## src/rtl/slot_hp_pkg.sv

```systemverilog
package slot_hp_pkg;

   localparam int unsigned REG_W = 32;
   localparam int unsigned GPE_W = 8;

   // register index taken from address bits [3:2]
   typedef enum logic [1:0] {
      IDX_CHECK  = 2'd0,
      IDX_PEND   = 2'd1,
      IDX_EJECT  = 2'd2,
      IDX_REMOV  = 2'd3
   } reg_idx_e;

   typedef enum logic {
      ST_RUN   = 1'b0,
      ST_DRAIN = 1'b1
   } slot_st_e;

   function automatic logic [REG_W-1:0] lowest_one(input logic [REG_W-1:0] v);
      return v & (~v + {{(REG_W-1){1'b0}}, 1'b1});
   endfunction

endpackage

```

## src/rtl/slot_hp_regs.sv

```systemverilog
module slot_hp_regs
   import slot_hp_pkg::*;
#(
   parameter int unsigned NUM_SLOTS = 32
) (
   input  logic                  clk,
   input  logic                  rst_n,
   input  logic                  req_valid,
   input  logic                  req_write,
   input  logic [3:0]            req_addr,
   input  logic [3:0]            req_be,
   input  logic [REG_W-1:0]      req_wdata,
   input  logic [NUM_SLOTS-1:0]  present,
   input  logic [NUM_SLOTS-1:0]  removable,
   input  logic [NUM_SLOTS-1:0]  pending,
   output logic [NUM_SLOTS-1:0]  ej_mask,
   output logic                  rd_valid,
   output logic [REG_W-1:0]      rd_data
);

   localparam int unsigned PAD = REG_W - NUM_SLOTS;

   logic             acc_ok;
   reg_idx_e         idx;
   logic [REG_W-1:0] check_w, pend_w, remov_w, low_w, mux_w;

   assign acc_ok = req_valid && (req_be == 4'hF) && (req_addr[1:0] == 2'b00);
   assign idx    = reg_idx_e'(req_addr[3:2]);

   generate
      if (PAD == 0) begin : g_nopad
         assign check_w = present & removable;
         assign pend_w  = pending;
         assign remov_w = removable;
      end else begin : g_pad
         assign check_w = {{PAD{1'b0}}, present & removable};
         assign pend_w  = {{PAD{1'b0}}, pending};
         assign remov_w = {{PAD{1'b0}}, removable};
      end
   endgenerate

   always_comb begin
      unique case (idx)
         IDX_CHECK: mux_w = check_w;
         IDX_PEND:  mux_w = pend_w;
         IDX_REMOV: mux_w = remov_w;
         default:   mux_w = '0;
      endcase
   end

   assign low_w   = lowest_one(req_wdata);
   assign ej_mask = (acc_ok && req_write && idx == IDX_EJECT) ? low_w[NUM_SLOTS-1:0] : '0;

   always_ff @(posedge clk or negedge rst_n) begin
      if (!rst_n) begin
         rd_valid <= 1'b0;
         rd_data  <= '0;
      end else begin
         rd_valid <= req_valid && !req_write;
         rd_data  <= (acc_ok && !req_write) ? mux_w : '0;
      end
   end


   rd_follow_chk: assert property (@(posedge clk) disable iff (!rst_n)
      rd_valid |-> $past(req_valid && !req_write));


   eject_rd_zero_chk: assert property (@(posedge clk) disable iff (!rst_n)
      (req_valid && !req_write && req_addr[3:2] == 2'd2) |=> (rd_data == '0));

endmodule

```

## src/rtl/slot_hp_slots.sv

```systemverilog
module slot_hp_slots
   import slot_hp_pkg::*;
#(
   parameter int unsigned NUM_SLOTS = 32
) (
   input  logic                  clk,
   input  logic                  rst_n,
   input  logic                  reset_req,
   input  logic [NUM_SLOTS-1:0]  ej_mask,
   input  logic [NUM_SLOTS-1:0]  ins_evt,
   input  logic [NUM_SLOTS-1:0]  rem_evt,
   input  logic [NUM_SLOTS-1:0]  cold_ins,
   input  logic [NUM_SLOTS-1:0]  occupied,
   input  logic [NUM_SLOTS-1:0]  fixed_fn,
   output logic [NUM_SLOTS-1:0]  present,
   output logic [NUM_SLOTS-1:0]  removable,
   output logic [NUM_SLOTS-1:0]  pending,
   output logic                  busy,
   output logic                  hp_event
);

   slot_st_e              st_q, st_nx;
   logic [NUM_SLOTS-1:0]  pres_q, rmv_q, pend_q;
   logic [NUM_SLOTS-1:0]  pres_nx, rmv_nx, pend_nx;
   logic [NUM_SLOTS-1:0]  drain_sel;
   logic                  pend_any, run;

   assign pend_any = |pend_q;
   assign run      = (st_q == ST_RUN) && !reset_req;
   assign hp_event = run && ((|ins_evt) || (|rem_evt));

   // pick the lowest pending slot for the drain walk
   always_comb begin
      logic seen;
      seen      = 1'b0;
      drain_sel = '0;
      for (int i = 0; i < NUM_SLOTS; i++) begin
         if (pend_q[i] && !seen) begin
            drain_sel[i] = 1'b1;
            seen         = 1'b1;
         end
      end
   end

   generate
      for (genvar g = 0; g < NUM_SLOTS; g++) begin : g_slot
         logic p_n, r_n, d_n;
         always_comb begin
            p_n = pres_q[g];
            r_n = rmv_q[g];
            d_n = pend_q[g];
            if (st_q == ST_DRAIN) begin
               if (pend_any) begin
                  if (drain_sel[g]) begin
                     d_n = 1'b0;
                     if (!fixed_fn[g]) p_n = 1'b0;
                  end
               end else begin
                  p_n = occupied[g];
                  r_n = !(occupied[g] && fixed_fn[g]);
               end
            end else if (run) begin
               // eject first, then new events
               if (ej_mask[g]) begin
                  d_n = 1'b0;
                  if (!fixed_fn[g]) p_n = 1'b0;
               end
               if (rem_evt[g]) d_n = 1'b1;
               if (ins_evt[g] || cold_ins[g]) p_n = 1'b1;
            end
         end
         assign pres_nx[g] = p_n;
         assign rmv_nx[g]  = r_n;
         assign pend_nx[g] = d_n;
      end
   endgenerate

   always_comb begin
      st_nx = st_q;
      if (st_q == ST_DRAIN && !pend_any) st_nx = ST_RUN;
      else if (st_q == ST_RUN && reset_req) st_nx = ST_DRAIN;
   end

   always_ff @(posedge clk or negedge rst_n) begin
      if (!rst_n) begin
         st_q   <= ST_DRAIN;
         pres_q <= '0;
         rmv_q  <= '1;
         pend_q <= '0;
      end else begin
         st_q   <= st_nx;
         pres_q <= pres_nx;
         rmv_q  <= rmv_nx;
         pend_q <= pend_nx;
      end
   end

   assign present   = pres_q;
   assign removable = rmv_q;
   assign pending   = pend_q;
   assign busy      = (st_q == ST_DRAIN);


   ej_onehot_chk: assert property (@(posedge clk) disable iff (!rst_n)
      $onehot0(ej_mask));


   drain_step_chk: assert property (@(posedge clk) disable iff (!rst_n)
      (busy && pend_any) |=> ($countones(pending) + 1 == $countones($past(pending))));


   rebuild_chk: assert property (@(posedge clk) disable iff (!rst_n)
      (busy && !pend_any) |=> (!busy && present == $past(occupied)
                               && removable == ~($past(occupied) & $past(fixed_fn))));

endmodule

```

## src/rtl/slot_hp_gpe.sv

```systemverilog
module slot_hp_gpe
   import slot_hp_pkg::*;
#(
   parameter int unsigned HP_BIT  = 1,
   parameter bit          SCI_REG = 1'b0
) (
   input  logic              clk,
   input  logic              rst_n,
   input  logic              set_evt,
   input  logic [GPE_W-1:0]  clr,
   input  logic [GPE_W-1:0]  en,
   output logic [GPE_W-1:0]  sts,
   output logic              sci
);

   logic [GPE_W-1:0] sts_q, set_vec;

   assign set_vec = set_evt ? (GPE_W'(1) << HP_BIT) : '0;

   always_ff @(posedge clk or negedge rst_n) begin
      if (!rst_n) sts_q <= '0;
      else        sts_q <= (sts_q & ~clr) | set_vec;
   end

   assign sts = sts_q;

   generate
      if (SCI_REG) begin : g_sci_ff
         logic sci_q;
         always_ff @(posedge clk or negedge rst_n) begin
            if (!rst_n) sci_q <= 1'b0;
            else        sci_q <= |(((sts_q & ~clr) | set_vec) & en);
         end
         assign sci = sci_q;
      end else begin : g_sci_comb
         assign sci = |(sts_q & en);
      end
   endgenerate


   hp_sts_chk: assert property (@(posedge clk) disable iff (!rst_n)
      set_evt |=> sts[HP_BIT]);


   sts_clr_chk: assert property (@(posedge clk) disable iff (!rst_n)
      (sts[HP_BIT] && clr[HP_BIT] && !set_evt) |=> !sts[HP_BIT]);

endmodule

```

## src/rtl/slot_hp_ctrl.sv

```systemverilog
module slot_hp_ctrl
   import slot_hp_pkg::*;
#(
   parameter int unsigned NUM_SLOTS = 32,
   parameter int unsigned HP_BIT    = 1
) (
   input  logic                  clk,
   input  logic                  rst_n,
   input  logic                  reset_req,
   input  logic                  req_valid,
   input  logic                  req_write,
   input  logic [3:0]            req_addr,
   input  logic [3:0]            req_be,
   input  logic [31:0]           req_wdata,
   output logic                  rd_valid,
   output logic [31:0]           rd_data,
   input  logic [NUM_SLOTS-1:0]  ins_evt,
   input  logic [NUM_SLOTS-1:0]  rem_evt,
   input  logic [NUM_SLOTS-1:0]  cold_ins,
   input  logic [NUM_SLOTS-1:0]  occupied,
   input  logic [NUM_SLOTS-1:0]  fixed_fn,
   input  logic [7:0]            gpe_en,
   input  logic [7:0]            gpe_clr,
   output logic [7:0]            gpe_sts,
   output logic                  sci,
   output logic                  busy
);

   generate
      if (NUM_SLOTS < 1 || NUM_SLOTS > REG_W) begin : g_bad_slots
         $error("NUM_SLOTS must lie in 1..32");
      end
      if (HP_BIT >= GPE_W) begin : g_bad_bit
         $error("HP_BIT must index the event status byte");
      end
   endgenerate

   logic [NUM_SLOTS-1:0] ej_mask, present, removable, pending;
   logic                 hp_event;

   slot_hp_regs #(.NUM_SLOTS(NUM_SLOTS)) u_regs (
      .clk       (clk),
      .rst_n     (rst_n),
      .req_valid (req_valid),
      .req_write (req_write),
      .req_addr  (req_addr),
      .req_be    (req_be),
      .req_wdata (req_wdata),
      .present   (present),
      .removable (removable),
      .pending   (pending),
      .ej_mask   (ej_mask),
      .rd_valid  (rd_valid),
      .rd_data   (rd_data)
   );

   slot_hp_slots #(.NUM_SLOTS(NUM_SLOTS)) u_slots (
      .clk       (clk),
      .rst_n     (rst_n),
      .reset_req (reset_req),
      .ej_mask   (ej_mask),
      .ins_evt   (ins_evt),
      .rem_evt   (rem_evt),
      .cold_ins  (cold_ins),
      .occupied  (occupied),
      .fixed_fn  (fixed_fn),
      .present   (present),
      .removable (removable),
      .pending   (pending),
      .busy      (busy),
      .hp_event  (hp_event)
   );

   slot_hp_gpe #(.HP_BIT(HP_BIT), .SCI_REG(1'b0)) u_gpe (
      .clk     (clk),
      .rst_n   (rst_n),
      .set_evt (hp_event),
      .clr     (gpe_clr),
      .en      (gpe_en),
      .sts     (gpe_sts),
      .sci     (sci)
   );


   cold_quiet_chk: assert property (@(posedge clk) disable iff (!rst_n)
      (!busy && !reset_req && (|cold_ins) && !(|ins_evt) && !(|rem_evt) && !gpe_sts[HP_BIT])
      |=> !gpe_sts[HP_BIT]);


   ins_wins_chk: assert property (@(posedge clk) disable iff (!rst_n)
      (!busy && !reset_req && (|(ej_mask & ins_evt))) |=> (|(present & $past(ej_mask))));

endmodule

```

## config.mk

```make
export PLATFORM = sky130hd
export DESIGN_NAME = slot_hp_ctrl
export DESIGN_NICKNAME = d
export VERILOG_FILES = /design/src/rtl/slot_hp_pkg.sv /design/src/rtl/slot_hp_regs.sv /design/src/rtl/slot_hp_slots.sv /design/src/rtl/slot_hp_gpe.sv /design/src/rtl/slot_hp_ctrl.sv
export SDC_FILE = /design/constraint.sdc
export NUM_CORES = 1
export LEC_CHECK = 0
export ABC_AREA = 0
export BUFFER_PORTS_ARGS = -buffer_cell sky130_fd_sc_hd__buf_4
export CORE_ASPECT_RATIO = 1.75
export CORE_MARGIN = 3
export CORE_UTILIZATION = 56
export CTS_CLUSTER_SIZE = 8
export DETAILED_ROUTE_END_ITERATION = 8
export PLACE_DENSITY = 0.87
export SLEW_MARGIN = 30
export SYNTH_ARGS = -nofsm -noshare
export SYNTH_HDL_FRONTEND = slang
export SYNTH_SLANG_ARGS = --single-unit
```

## constraint.sdc

```tcl
create_clock -name clk -period 3.87 [get_ports clk]
set_input_delay 0.1935 -clock clk [delete_from_list [all_inputs] [get_ports clk]]
set_output_delay 0.1935 -clock clk [all_outputs]
set_load 0.05 [all_outputs]
```

==> results of run 1 <==
power by group:
part / total, mW / internal [mW] / leakage, nW / switching, mW
registers: 2.35 / 1.88 / 1.75 / 0.465
clock network: 1.63 / 0.914 / 0.274 / 0.714
logic: 4.45 / 1.82 / 3.28 / 2.64
worst max path at each step:
| stage | start | endpoint | slack (ns) | depth (start not counted) |
|---|---|---|---|---|
| floorplan | u_slots.pending[23] | u_slots.present[30] | 1.36 | 6 |
| global placement | u_slots.busy | u_slots.present[9] | 0.93 | 7 |
| detailed placement | u_slots.busy | u_slots.present[9] | 0.92 | 7 |
| CTS | u_slots.pending[6] | u_slots.removable[10] | 0.77 | 7 |
| global route | u_slots.pending[6] | u_slots.removable[23] | 0.44 | 7 |
| finish | u_slots.pending[6] | u_slots.removable[8] | 0.58 | 7 |
sequential cells by signal, indices dropped and copies added (netlist names):
name,flops
u_regs.rd_data,32
u_slots.removable,32
u_slots.present,32
u_gpe.sts,8
u_slots.busy,1
u_regs.rd_valid,1
u_slots.pending,32
cell families (layout without fill, tap and decap cells):
group           after synthesis  in the layout  synth area share (%)
compound gates              321            321                  24.0
simple gates                498            498                  28.5
buf+inv                      73            422                  3.44
mux                          18             18                  2.35
flops                       138            138                  41.7
other cells                   0              1                     0
routing by layer:
metal / track usage, % / wire length (µm)
met5: 0 / 16
met4: 33.7 / 3410
met3: 8.37 / 3710
met2: 74.1 / 18100
met1: 47.7 / 11700
cell usage in the layout, fill, tap and decap left out, drive strengths merged, types with 11 or more instances in the layout:
| master | n |
|---|---|
| nor4 | 34 |
| nor2 | 223 |
| buf | 289 |
| dfstp | 33 |
| dlygate4sd3 | 84 |
| inv | 21 |
| nand2 | 98 |
| a31oi | 46 |
| clkbuf | 18 |
| o21ai | 58 |
| dfrtp | 105 |
| o22ai | 16 |
| o211ai | 11 |
| nand4 | 16 |
| a22o | 15 |
| mux2 | 13 |
| nor3 | 24 |
| a21oi | 108 |
| nor2b | 15 |
| nand3 | 29 |
critical path, stage by stage (launching register included):
cell and delay (ns):
dfrtp_1 0.46, nor3_1 0.50, nand4b_1 0.48, nor4_4 0.41
buf_4 0.49, nor2_1 0.11, a31oi_1 0.20, dlygate4sd3_1 0.58
cell type report:
cell class	count	area, µm²	share of cell area [%]
sequential	138	3490	29.2
clock buffer	18	439	3.67
multi-input combinational	837	4600	38.4
antenna	1	2.50	0.0209
clock inverter	14	136	1.14
inverter	17	63.8	0.533
tap	180	225	1.88
timing repair buffer	373	3010	25.2
==> results.ini, run 1 <==
[grt]
grt_pass1_vias=10700
track_usage_pct=43.8
antenna_found_initial=1
grt_max_degree=79
grt_pass1_wl_um=56400
grt_remaining_overflow=0

[place]
dpl_cell_area_um2=10600
port-buffer-count=263
dp.cells=1461
gp_congestion=0.997
hpwl_um=25300
pre_cts_ws_ns=0.917

[timing]
fin_ws_ns=0.581
tns_ns=0
fmax_ghz=0.304
slew_viol_final=0
whs_ns=0.00609
setup_viol=0
period_share_pct=85.0
rsz0062_at_grt=no
skew_ns=0.0168
tightest_slew_ns=0.824
period_needed_ns=3.29
hold_viol=0
max_slew_margin_pct=44.6

[critical_path]
path_class=register to register
worstSetupEndpointType=register
worst_r2r_path_depth=7
worstPathRequired_ns=4.24
startpoint_type=register
timing.rr.end=u_slots.removable[8]
crit_arrival_ns=3.66
r2r-start=u_slots.pending[6]
crit_fanout=39
r2r_slack_ns=0.58

[logic_synthesis]
mappedNetlistArea_um2=8370
ys_seq_area_share_pct=41.7
syn-instance-count=1048
yosysWarnings=0
ys.flop_type=dfrtp_1
synth.most_common_cell=nor2_1
synthArstFlopShare_pct=100
avgSynthCellArea_um2=7.99
synth_common_cells=nor2_1 (223), a21oi_1 (108), dfrtp_1 (105)
synth_top_area_share_pct=31.4
synthTopCellsByArea=dfrtp_1 (31%), dfstp_2 (10%), nor2_1 (10%)
ys_ff_latch=138
syn_nets=1269
synth_enable_flop_cells=0
yosys.area.top_type=dfrtp_1
ys_types=71

[cts]
htreeDepth=4
post_cts_buffers=0
clkSinkCount=138
ctsHoldBuffers=84
cts_resized=0
ctsLongestPathBuffers=2
insertion_delay_ns=0.44
cts_tree=built
cts-root-buf=clkbuf_16
clk_pin_slew_ns=0.06
cts_buffers=17

[outcome]
status=finished clean

[floorplanning]
coreArea_um2=14500
fp-row-count=58
die_w_um=98.4
die_area_um2=16500
die_h_um=168
start_util_pct=57.7
io-pin-count=264

[cells_and_area]
drive_gt1_share_pct=27.6
fin_nets=1605
design_area_um2=12000
final-instance-count-excl-fill=1578
utilization_pct=82.5
area_delta_synth_final_pct=43.0
fillerInstances=897

[worst_hold_path]
hold_depth=3
worstHoldPathType=primary input to register
worstHoldStart=rem_evt[7]
whs_endpoint=u_slots.pending[7]

[pwr]
p_leak_nw=5.31
total_power_mw=8.43
vdd.ir_drop.worst_mv=0.472
p_per_area_nw_per_um2=704

[route]
wl_per_cell_um=23.4
drtAntennaViolNets=0
routed_wl_um=36900
num_vias=10700
firstDrtPassIters=6
via_per_inst=6.76
drt_iter0_markers=1126
drc_errors=0

[job]
cap_violations=0

Note: power is estimated with default switching activity, not from simulation.
==> inputs of run 2 (changes only) <==
--- a/config.mk
+++ b/config.mk
@@ -9,10 +9,10 @@
 export BUFFER_PORTS_ARGS = -buffer_cell sky130_fd_sc_hd__buf_4
 export CORE_ASPECT_RATIO = 1.75
 export CORE_MARGIN = 3
-export CORE_UTILIZATION = 56
+export CORE_UTILIZATION = 47
 export CTS_CLUSTER_SIZE = 8
 export DETAILED_ROUTE_END_ITERATION = 8
-export PLACE_DENSITY = 0.87
+export PLACE_DENSITY = 0.77
 export SLEW_MARGIN = 30
 export SYNTH_ARGS = -nofsm -noshare
 export SYNTH_HDL_FRONTEND = slang
==> constraint.sdc (replaced) <==
create_clock -name clk -period 3 [get_ports clk]
set_input_delay 0.15 -clock clk [delete_from_list [all_inputs] [get_ports clk]]
set_output_delay 0.15 -clock clk [all_outputs]
set_load 0.05 [all_outputs]
==> run 2 against run 1 <==
Compared with the run above: combinational power is 35% higher; die area is 18% higher; maximum frequency is 18% higher; register-to-register slack worse by 0.36 ns; total power is 33% higher; clock power is 36% higher; clock skew is 0.0033 ns lower; global-route usage is 6.1 points lower; flip-flop and latch count stayed put; sequential share of layout area is 1.0 points lower; clock-buffer cell count stayed put; critical path type unchanged; highest routed layer is now met4.
==> results.ini, run 2 (synthesis gave the netlist of run 1 again) <==
[outcome]
status=finished clean

[route]
wl_met3_um=2810
drc_errors=0
met2_length_um=19000
routed_wl_um=37200
wl_met1_um=12700
firstDrtPassIters=5
num_vias=10300
drtAntennaViolNets=0
via_per_inst=6.17
wl_per_cell_um=22.3
top_layer=met4
drt_iter0_markers=825

[place]
gp_congestion=0.963
hpwl_um=26900
dp.cells=1533
port-buffer-count=263
dpl_cell_area_um2=10800

[cts]
clk_pin_slew_ns=0.06
cts-root-buf=clkbuf_16
insertion_delay_ns=0.43
cts_buffers=17
clkSinkCount=138
ctsLongestPathBuffers=2
cts_tree=built
htreeDepth=4

[pwr]
p_sw_share_pct=43.9
vdd.ir_drop.worst_mv=0.679
p_clk_share_pct=19.8
p_switching_mw=4.91
seqPwrFrac_pct=26.5
comb_power_share_pct=53.7
intPower_mw=6.26
p_per_area_nw_per_um2=900
p_leak_nw=5.50

[cells_and_area]
mostFrequentLayoutCells=buf_4 (310), nor2_1 (221), a21oi_1 (108), dfrtp_1 (105), dlygate4sd3_1 (100)
fin_nets=1644
fillerInstances=1457
final_common_cell=buf_4
utilization_pct=71.1
drive_gt1_share_pct=28.6
final-instance-count-excl-fill=1667
antennaDiodeCount=0
design_area_um2=12400
area_delta_synth_final_pct=48.3

[timing]
max_slew_margin_pct=49.3
slew_viol_final=0
tns_ns=0
period_needed_ns=2.78
setup_viol=0
period_share_pct=92.6
fmax_ghz=0.360
hold_viol=0
tightest_slew_ns=0.753
skew_ns=0.0135
rsz0062_at_grt=no

[floorplanning]
start_util_pct=48.0
coreArea_um2=17500
io-pin-count=264
fp-row-count=64
die_area_um2=19500
die_h_um=183
die_w_um=107

[worst_hold_path]
worstHoldPathType=primary input to register

[grt]
grt_remaining_overflow=0
grt_pass1_wl_um=56400
grt_max_degree=74
track_usage_pct=37.7
antenna_found_initial=0
grt_pass1_vias=10500

[critical_path]
crit_arrival_ns=3.14
worstPathRequired_ns=3.36
startpoint_type=register
crit_fanout=71
path_class=register to register
worstSetupEndpointType=register

[job]
cap_violations=0

==> run 2: changes by cell type in the layout (fill, tap and decap cells not counted), sizes merged <==
cell / before / now
clkinvlp: 3 / 2
diode: 1 / 0
buf: 289 / 312
bufinv: 1 / 2
dlygate4sd3: 84 / 100
==> run 2: final timing paths <==
kind / to / startpoint / cells past startpoint / slack [ns]
min in group asynchronous: u_regs.rd_data[19] / rst_n / 2 / 0.31
worst max-delay path: u_slots.removable[6] / u_slots.pending[1] / 7 / 0.22
worst min-delay path: u_slots.present[13] / occupied[13] / 3 / 0.02
worst min register to register: u_slots.present[12] / u_slots.present[12] / 1 / 0.50
worst max register to register: u_slots.removable[6] / u_slots.pending[1] / 7 / 0.22
max in group asynchronous: u_slots.busy / rst_n / 3 / 1.77
==> run 2: cell type report <==
class	instances	area, µm²	area share (%)
multi-input combinational	837	4610	37.1
sequential	138	3490	28.1
timing repair buffer	412	3360	27.1
clock buffer	18	439	3.54
tap	231	289	2.33
clock inverter	14	161	1.30
inverter	17	63.8	0.514
==> run 2: critical path, cell delays in order (launching register included) <==
cell           delay (ns)
dfrtp_1              0.46
nor3_1               0.35
nand3_1              0.26
nor4_4               0.43
buf_12               0.37
nor2_1               0.07
a31oi_1              0.18
dlygate4sd3_1        0.59
==> run 2: layer usage <==
layer	global-route usage [%]	vias up
li1	-	4584
met1	40.8	4880
met2	65.9	631
met3	6.65	185
met4	25.8	0
met5	0	-
==> run 2: power by group through the flow <==
stage | clock network [mW] | logic, mW | registers [mW]
after floorplan | 0 | 3.63 | 2.81
after global placement | 0 | 5.35 | 2.94
after detailed placement | 0 | 5.43 | 2.96
after CTS | 2.21 | 5.81 | 2.93
after global routing | 2.31 | 6.49 | 3.02
final | 2.21 | 6.00 | 2.96
==> run 2: what timing repair did <==
action	CTS	global route
buffers inserted	0	2
resized for setup	0	1
endpoints found under the hold margin	127	0
setup endpoints to repair	0	32
hold buffers	100	0
==> run 2: through the flow <==
step	setup WS (ns)	power, mW	hold WS (ns)
CTS	0.0930	11.0	0.00555
detailed placement	0.373	8.39	0.227
global route	0.0583	11.8	0.0406
finish	0.223	11.2	0.0185
global placement	0.451	8.29	0.234
floorplan	0.494	6.44	-0.146
==> inputs of run 3 (changes only) <==
--- a/config.mk
+++ b/config.mk
@@ -16,4 +16,5 @@
 export SLEW_MARGIN = 30
 export SYNTH_ARGS = -nofsm -noshare
 export SYNTH_HDL_FRONTEND = slang
+export SYNTH_HIERARCHICAL = 1
 export SYNTH_SLANG_ARGS = --single-unit
==> run 3 against run 2 <==
Compared with the run above: clock-buffer cell count up 2; global-route usage down 2.1 points; sequential power about the same; non-clock buffer count down 17; total power down 14%.
==> results.ini, run 3 <==
[outcome]
status=finished clean

[worst_hold_path]
worstHoldPathType=primary input to register

[pwr]
p_switching_mw=3.92
p_per_area_nw_per_um2=765
vdd.ir_drop.worst_mv=0.502
p_clk_share_pct=22.5
intPower_mw=5.70
seqPwrFrac_pct=31.0
comb_power_share_pct=46.4
p_sw_share_pct=40.8
p_leak_nw=5.42

[critical_path]
cpLargestDelayFamily=simple AND/OR/NAND/NOR gates
crit_fanout=22
worstSetupEndpointType=register
startpoint_type=register
path_class=register to register
cpPeakStageDelay_ns=0.58
worstPathRequired_ns=3.37
slowest_stage=dlygate4sd3_1
r2r_slack_ns=0.12
crit_arrival_ns=3.25
cp_cell_sequence=nor4_4 -> nand2_1 -> nor4_4 -> buf_4 -> buf_4 -> nor2_1 -> a31oi_1 -> dlygate4sd3_1
path_buf_inv=3

[logic_synthesis]
ys_types=71
syn_nets=1263
synth_enable_flop_cells=0
avgSynthCellArea_um2=8.32
synthArstFlopShare_pct=100
ys.flop_type=dfrtp_1
synth_common_cells=nand2_1 (149), nor2_1 (107), dfrtp_1 (105)
yosys.area.top_type=dfrtp_1
ys_ff_latch=138
synth.most_common_cell=nand2_1
syn-instance-count=1042
yosysWarnings=6
synthTopCellsByArea=dfrtp_1 (30%), dfstp_2 (10%), nand2_1 (6.5%)
ys_seq_area_share_pct=40.3
synth_top_area_share_pct=30.3
mappedNetlistArea_um2=8670

[place]
pre_cts_ws_ns=0.499
hpwl_um=25500
port-buffer-count=263
gp_congestion=0.967

[timing]
skew_ns=0.0102
hold_viol=0
period_share_pct=96.0
tightest_slew_ns=0.905
fmax_ghz=0.347
tns_ns=0
rsz0062_at_grt=no
fin_ws_ns=0.119
setup_viol=0
slew_viol_final=0
max_slew_margin_pct=39.1
period_needed_ns=2.88

[cts]
post_cts_buffers=0
clk_pin_slew_ns=0.06
cts_buffers=17
clkSinkCount=138
htreeDepth=4
cts-root-buf=clkbuf_16
cts_tree=built
ctsLongestPathBuffers=2
insertion_delay_ns=0.43

[grt]
grt_pass1_vias=10400
track_usage_pct=35.6
grt_pass1_wl_um=54900
antenna_found_initial=2
grt_max_degree=81
grt_remaining_overflow=0

[route]
drc_errors=0
num_vias=10300
drtAntennaViolNets=0
firstDrtPassIters=7
via_per_inst=6.27
wl_per_cell_um=21.9
drt_iter0_markers=898
routed_wl_um=36100

[floorplanning]
coreArea_um2=18100
io-pin-count=264
die_area_um2=20200
fp-row-count=65
die_w_um=109
die_h_um=186
start_util_pct=48.0

[job]
cap_violations=0

[cells_and_area]
drive_gt1_share_pct=27.4
fin_nets=1617
area_delta_synth_final_pct=45.1
mostFrequentLayoutCells=buf_4 (290), nand2_1 (149), nor2_1 (106), dfrtp_1 (105), dlygate4sd3_1 (103)
final_common_cell=buf_4

## run 3: cell count changes in the layout (fill, tap and decap cells not counted), sizes merged, moves of 7 or more
cell    previous run  this run
nand2             98       149
o22ai             16         5
nor2             223       107
nor4              34        43
o311ai             2         9
o31ai              5        15
o211ai            11         2
a211oi             2        10
buf              312       292
nand3b             6        35
nor3              24        50
a21o               5        38
a21oi            108        67
mux2              13         3
## run 3: worst paths after layout
path	start	endpoint	cells after the start
max	u_slots/pending[12]	u_slots/removable[12]	8
min	occupied[13]	u_slots/present[13]	2
max reg2reg	u_slots/pending[12]	u_slots/removable[12]	8
min reg2reg	u_slots/present[12]	u_slots/present[12]	2
max in group asynchronous	rst_n	u_slots/removable[11]	3
min in group asynchronous	rst_n	u_regs/rd_data[7]	2
## run 3: final cells by class
type | instances | area, µm²
antenna | 2 | 5.00
clock inverter | 12 | 151
timing repair buffer | 395 | 3240
inverter | 27 | 101
multi-input combinational | 817 | 4840
fill | 1506 | 5480
sequential | 138 | 3490
clock buffer | 20 | 447
tap | 234 | 293
## run 3: timing repair
action                                  CTS  global route
hold endpoints to repair                133             0
gates resized for setup                   0             5
hold buffers                            103             0
endpoints found under the setup margin    0            20
## run 3: per-layer routing
layer  share of wire [%]  GRT usage [%]
met4                 7.9           25.6
met3                 7.7           5.45
met2                  50           61.0
met5                   0              0
met1                  34           39.6
## run 3: through the flow
step | hold slack, ns | power [mW] | util (%) | std cells | instance area (µm²)
finish | 0.0121 | 9.62 | 69.6 | 1645 | 12600
global route | 0.00699 | 10.1 | 69.6 | 1645 | 12600
CTS | 0.00352 | 9.44 | 69.4 | 1643 | 12500
detailed placement | 0.252 | 6.95 | 60.4 | 1508 | 10900
global placement | 0.254 | 6.86 | 60.4 | 1508 | 10900
floorplan | -0.146 | 5.60 | - | 1042 | 8670
## run 3: power groups by stage
stage | registers [mW] | logic [mW] | clock network, mW
3_3_place_gp | 2.96 | 3.89 | 0
6_report | 2.99 | 4.46 | 2.17
2_1_floorplan | 2.83 | 2.78 | 0
4_1_cts | 2.96 | 4.30 | 2.19
5_1_grt | 3.06 | 4.79 | 2.27
3_5_place_dp | 2.98 | 3.97 | 0
## run 3: cell families (layout without fill, tap and decap cells)
logic type	count (synthesis)	in the layout	share of synthesized area [%]
buffers and inverters	87	454	4.42
other	0	2	0
multiplexers	6	6	0.736
AO/OA/AOI/OAI	318	318	24.0
flip-flops	138	138	40.3
AND/OR/NAND/NOR	493	493	30.6
## run 3: worst register-to-register path: cells and delay by family, from the launching register on
kind                   cells  cell delay [ns]
AOI/OAI and AO/OA          1             0.16
buffers and inverters      3             1.09
DFF                        1             0.48
and+or+nand+nor            4             1.08
